<file path="config.mk">
export PLATFORM = sky130hd
export DESIGN_NAME = ecc_err_regs
export DESIGN_NICKNAME = d
export VERILOG_FILES = /design/src/rtl/ecc_err_regs.sv
export SDC_FILE = /design/constraint.sdc
export NUM_CORES = 1
export LEC_CHECK = 0
export BUFFER_PORTS_ARGS = -buffer_cell sky130_fd_sc_hd__buf_2
export CELL_PAD_IN_SITES_DETAIL_PLACEMENT = 1
export CELL_PAD_IN_SITES_GLOBAL_PLACEMENT = 1
export CORE_UTILIZATION = 44
export CTS_CLUSTER_DIAMETER = 30
export DETAILED_ROUTE_END_ITERATION = 16
export GPL_TIMING_DRIVEN = 0
export PLACE_DENSITY_LB_ADDON = 0.1
export SLEW_MARGIN = 20
export SYNTH_ARGS = -nofsm -noshare
export SYNTH_HDL_FRONTEND = slang
export SYNTH_SLANG_ARGS = --single-unit
export TNS_END_PERCENT = 5
</file>
<file path="constraint.sdc">
create_clock -name clk -period 2 [get_ports clk]
set_input_delay 0.4 -clock clk [delete_from_list [all_inputs] [get_ports clk]]
set_output_delay 0.4 -clock clk [all_outputs]
set_load 0.02 [all_outputs]
</file>
<file path="src/rtl/ecc_err_regs.sv">
module ecc_err_regs #(
  parameter int NCH = 2,
  parameter int AW = 16,
  parameter logic [AW-1:0] STATUS_ADDR = 16'h0010,
  parameter logic [AW-1:0] LOG_BASE = 16'h2000,
  parameter logic [AW-1:0] CH_STRIDE = 16'h0400
) (
  input  logic                  clk,
  input  logic                  rst_n,
  input  logic                  dual_chan,
  input  logic [NCH-1:0]        ev_ce,
  input  logic [NCH-1:0]        ev_ue,
  input  logic [NCH-1:0][15:0]  ev_col,
  input  logic [NCH-1:0][15:0]  ev_row,
  input  logic [NCH-1:0][2:0]   ev_bank,
  input  logic [NCH-1:0][1:0]   ev_rank,
  input  logic [NCH-1:0][7:0]   ev_syn,
  input  logic                  reg_wr,
  input  logic                  reg_rd,
  input  logic [AW-1:0]         reg_addr,
  input  logic [31:0]           reg_wdata,
  output logic [31:0]           reg_rdata
);

  logic st_ce, st_ue;
  logic [NCH-1:0] ce_q, ue_q, act, a_ce, a_ue;
  logic [NCH-1:0][15:0] row_q;
  logic [NCH-1:0][31:0] rd_part;
  logic [31:0] rd_val;
  logic unused_wdata;

  wire aligned = (reg_addr[1:0] == 2'b00);
  wire st_wr   = reg_wr & aligned & (reg_addr == STATUS_ADDR);
  wire clr_ce  = st_wr & reg_wdata[0];
  wire clr_ue  = st_wr & reg_wdata[1];

  assign unused_wdata = ^reg_wdata[31:2];

  for (genvar c = 0; c < NCH; c++) begin : g_ch
    localparam logic [AW-1:0] LO_A = LOG_BASE + AW'(c * int'(CH_STRIDE));
    localparam logic [AW-1:0] HI_A = LO_A + AW'(4);

    logic ce_r, ue_r;
    logic [15:0] col_r, row_r;
    logic [2:0] bank_r;
    logic [1:0] rank_r;
    logic [7:0] syn_r;
    logic [31:0] snap_r;
    logic ue_hold, ce_hold, cap_ue, cap_ce, lo_rd, hi_rd;

    if (c == 0) begin : g_act0
      assign act[c] = 1'b1;
    end else begin : g_actn
      assign act[c] = dual_chan;
    end

    assign a_ue[c] = act[c] & ev_ue[c];
    assign a_ce[c] = act[c] & ev_ce[c] & ~ev_ue[c];

    assign ue_hold = ue_r & ~clr_ue;
    assign ce_hold = ce_r & ~clr_ce;
    assign cap_ue  = a_ue[c] & ~ue_hold;
    assign cap_ce  = a_ce[c] & ~ue_hold & ~ce_hold;

    assign lo_rd = reg_rd & aligned & act[c] & (reg_addr == LO_A);
    assign hi_rd = aligned & act[c] & (reg_addr == HI_A);

    always_ff @(posedge clk or negedge rst_n) begin
      if (!rst_n) begin
        ce_r   <= 1'b0;
        ue_r   <= 1'b0;
        col_r  <= '0;
        row_r  <= '0;
        bank_r <= '0;
        rank_r <= '0;
        syn_r  <= '0;
        snap_r <= '0;
      end else begin
        ue_r <= ue_hold | cap_ue;
        ce_r <= ~cap_ue & (ce_hold | cap_ce);
        if (cap_ue | cap_ce) begin
          col_r  <= ev_col[c];
          row_r  <= ev_row[c];
          bank_r <= ev_bank[c];
          rank_r <= ev_rank[c];
          syn_r  <= cap_ue ? 8'h00 : ev_syn[c];
        end
        if (lo_rd) snap_r <= {col_r, row_r};
      end
    end

    assign ce_q[c]  = ce_r;
    assign ue_q[c]  = ue_r;
    assign row_q[c] = row_r;

    assign rd_part[c] = (aligned & act[c] & (reg_addr == LO_A)) ?
                          {bank_r, rank_r, 3'b000, syn_r, 14'b0, ue_r, ce_r} :
                        hi_rd ? snap_r : 32'h0;
  end

  always_ff @(posedge clk or negedge rst_n) begin
    if (!rst_n) begin
      st_ce <= 1'b0;
      st_ue <= 1'b0;
    end else begin
      st_ce <= (|a_ce) | (st_ce & ~clr_ce);
      st_ue <= (|a_ue) | (st_ue & ~clr_ue);
    end
  end

  always_comb begin
    rd_val = (aligned && reg_addr == STATUS_ADDR) ? {30'b0, st_ue, st_ce} : 32'h0;
    for (int c = 0; c < NCH; c++) rd_val = rd_val | rd_part[c];
  end

  always_ff @(posedge clk or negedge rst_n) begin
    if (!rst_n) reg_rdata <= '0;
    else        reg_rdata <= reg_rd ? rd_val : 32'h0;
  end

endmodule

</file>
==> flow_summary_export.csv <==
group,metric,value,unit
outcome,status,"complete, but fails checks",
outcome,violations,"negative setup slack",
sta,final_period_minus_worst_setup_slack,2044,ps
pwr,switching_power,2027,uW
die,core,17420,um^2
worst_setup_path,required,2320,ps
placed_design,dpl-instance-area,8986,um^2
placed_design,io_buffers,148,
synthesis,yosysWarnings,0,
worst_setup_path,cp_top_family,"simple AND/OR/NAND/NOR gates",
finish,drive_gt1_share,51.16,%
global_routing,grt_util_all_layers,23.35,%
global_routing,grt_max_degree,86,
clock_network,numCtsBuffers,17,
min_path,min_from,"ev_syn[12]",
sta,slew_violations,0,
worst_setup_path,cp_common_cell,"o21ai_4",
drt,drtPass1Iterations,4,
drt,ant_nets,0,
pwr,p_per_area,868.6,nW/um^2
synthesis,ys_seq_area_share,60.86,%
job,cap_violations,0,
pwr,cellLeakagePower,0.004850,uW
pwr,ir_worst_vdd,0.0005989,V
finish,syn_to_final_growth,23.61,%
pwr,switching_share,23.92,%
sta,setup_viol,60,
clock_network,cts.sinks,192,
drt,wl_per_cell,21.09,um
global_routing,grt_pass1_wl,32110,um
global_routing,overflow,0,
die,die_h,136.0,um
placed_design,place.gp.congestion,0.7667,
worst_setup_path,crit_slowest_cell,"or4_4",
die,dieWidth,136.0,um
synthesis,synthTopCellsByArea,"dfrtp_1 61%, mux2_2 15%, mux2_4 5.7%",
min_path,hold_depth,3,
finish,regArea,4805,um^2
drt,wl,20220,um
finish,stdcell_area,9759,um^2
sta,fmax,489.4,MHz
synthesis,synth_top_area_cell,"dfrtp_1",
finish,n_fill_cell,1786,
die,io-pin-count,179,
clock_network,cts_tree,"built",
finish,final_cell_mix,"192 x dfrtp_1, 153 x buf_2, 108 x mux2_2, 44 x a22oi_1, 30 x mux2_4",
pwr,power_frac_clock,40.8,%
sta,fin_skew,7.250,ps
clock_network,cts.clk_slew.worst_paths,70,ps
sta,finalHoldViolCount,0,
worst_setup_path,path_cells,"buf_2 -> or4_4 -> or3_4 -> o21ai_4 -> o21ai_4 -> buf_6 -> mux2_2",
placed_design,dpl.hpwl,14360,um
worst_setup_path,cp-end-kind,"flip-flop",
finish,mostFrequentLayoutCell,"dfrtp_1",
finish,multiInputGateArea,2992,um^2
worst_setup_path,critPathMaxStageDelay,540,ps
worst_setup_path,critical_path.max_fanout,10,
synthesis,synth_edf_count,0,
die,initial_utilization,45.33,%
drt,drtIter0Drc,240,
worst_setup_path,ff2ff_path_depth,5,
clock_network,cts_buffer_depth,2,
finish,nNetsFinal,867,
synthesis,synth_seq_cells,192,
min_path,holdPathEnd,"g_ch[1].syn_r[4]",
sta,holdWs,189.1,ps
worst_setup_path,cp.arrival,2360,ps
synthesis,synth_ff_type,"dfrtp_1",
sta,max_slew_margin,54.16,%
drt,drc,0,
worst_setup_path,r2r_slack,290,ps
synthesis,syn_area,7895,um^2
sta,tightest_slew,684.4,ps
sta,fin_ws,-43.52,ps
synthesis,syn-num-nets,691,
sta,fin_crit_sh,102.2,%
die,fp-row-count,48,
min_path,hp-class,"primary input to flip-flop",
sta,rsz0062_at_grt,"true",
pwr,intPower,6449,uW
worst_setup_path,path_buf_inv,2,
clock_network,cts_root_buffer,"clkbuf_16",
worst_setup_path,timing.rr.end,"g_ch[0].col_r[12]",
worst_setup_path,crit_start,"reg_addr[5]",
drt,num_vias,5236,
synthesis,synth_top_area_share,60.86,%
global_routing,antenna_found_initial,1,
clock_network,htree_levels,4,
clock_network,clk_latency,430,ps
drt,via_per_inst,5.460,
synthesis,synthArstFlopShare,100.0,%
placed_design,dpl_worst_slack,-1060,ps
synthesis,synthCells,544,
global_routing,grt_pass1_vias,5821,
worst_setup_path,crit_type,"primary input to flip-flop",
worst_setup_path,timing.rr.start,"g_ch[0].ce_r",
die,dieArea,18480,um^2
pwr,seq_power_share,51.2,%
worst_setup_path,startpoint_type,"primary input",
pwr,power_frac_comb,7.9,%
synthesis,synth.distinct_cells,44,
synthesis,syn_area_per_cell,14.51,um^2
power by group through the flow:
stage	Sequential (uW)	Clock, uW	Combinational, uW
finish	4340	3460	674
global route	4380	3650	743
CTS	4340	3530	684
global placement	4390	0	616
detailed placement	4410	0	670
floorplan	4340	0	381
tightest hold or removal path: cells and delay by family:
kind | cells | cell delay [ps]
buf+inv | 1 | 70
simple gates | 2 | 120
layout make-up:
type | count | share of cell area [%]
Tap cell | 225 | 2.885
Timing Repair Buffer | 158 | 8.936
Buffer | 27 | 1.910
Inverter | 4 | 0.1538
Multi-Input combinational cell | 320 | 30.65
Clock buffer | 17 | 4.359
Clock inverter | 15 | 1.846
Antenna cell | 1 | 0.02564
Sequential cell | 192 | 49.23
cell families after synthesis:
group,count (synthesis),synth area share (%)
muxes,138,21.11
and+or+nand+nor,89,6.418
buffers and inverters,32,2.187
DFF,192,60.86
AOI/OAI and AO/OA,93,9.430
sequential cells by signal, summed over array words and instances (netlist names):
name and count:
g_ch.syn_r 16, reg_rdata 32, g_ch.rank_r 4, g_ch.ue_r 2, g_ch.snap_r 64, st_ue 1
g_ch.row_r 32, st_ce 1, g_ch.col_r 32, g_ch.bank_r 6, g_ch.ce_r 2
Yosys cell counts, drive strengths merged, types with 2 or more instances:
cell type	n
nand3	2
o21ai	8
nand3b	2
nor3	2
nand2	16
a21boi	12
a222oi	2
o311ai	8
nor2	25
a32o	2
nand4	11
inv	4
nor4	3
buf	14
dfrtp	192
a31oi	2
and3	9
nor4b	3
mux2	138
and2	3
or4	3
a31o	9
a22oi	44
and4	5
clkbuf	14
worst max path at each step:
stage               cells after the start                  to  slack, ps
finish                                  7   g_ch[0].col_r[12]        -40
floorplan                               6    g_ch[1].col_r[0]       -350
global route                            7       reg_rdata[22]       -110
detailed placement                      6  g_ch[0].snap_r[10]      -1060
CTS                                     7    g_ch[0].row_r[0]        -30
global placement                        1    g_ch[1].syn_r[2]      -2440
stage by stage:
stage | TNS, ps | power [uW] | util [%] | std cells
floorplan | -28100 | 4718 | - | 544
global placement | -596390 | 5008 | 51.22 | 917
detailed placement | -141730 | 5080 | 51.59 | 919
CTS | -966.9 | 8554 | 55.87 | 958
global route | -3479 | 8774 | 56.02 | 958
finish | -955.4 | 8477 | 56.03 | 959
layer usage:
metal	global-route usage (%)	share of wire [%]	up-vias
li1	-	-	2382
met1	30.98	45	2717
met2	38.46	50	111
met3	4.847	4.1	24
met4	7.099	1.4	2
met5	0	0.064	-
what timing repair did:
item                       4_1_cts  5_1_grt
hold buffers                     1        0
cloned                           0        0
setup endpoints to repair      171      128
pin swaps                        3        1
hold endpoints to repair        33        0
gates resized for setup         21       14
setup buffers                    7        0
Power figures use the tool's default switching activity.
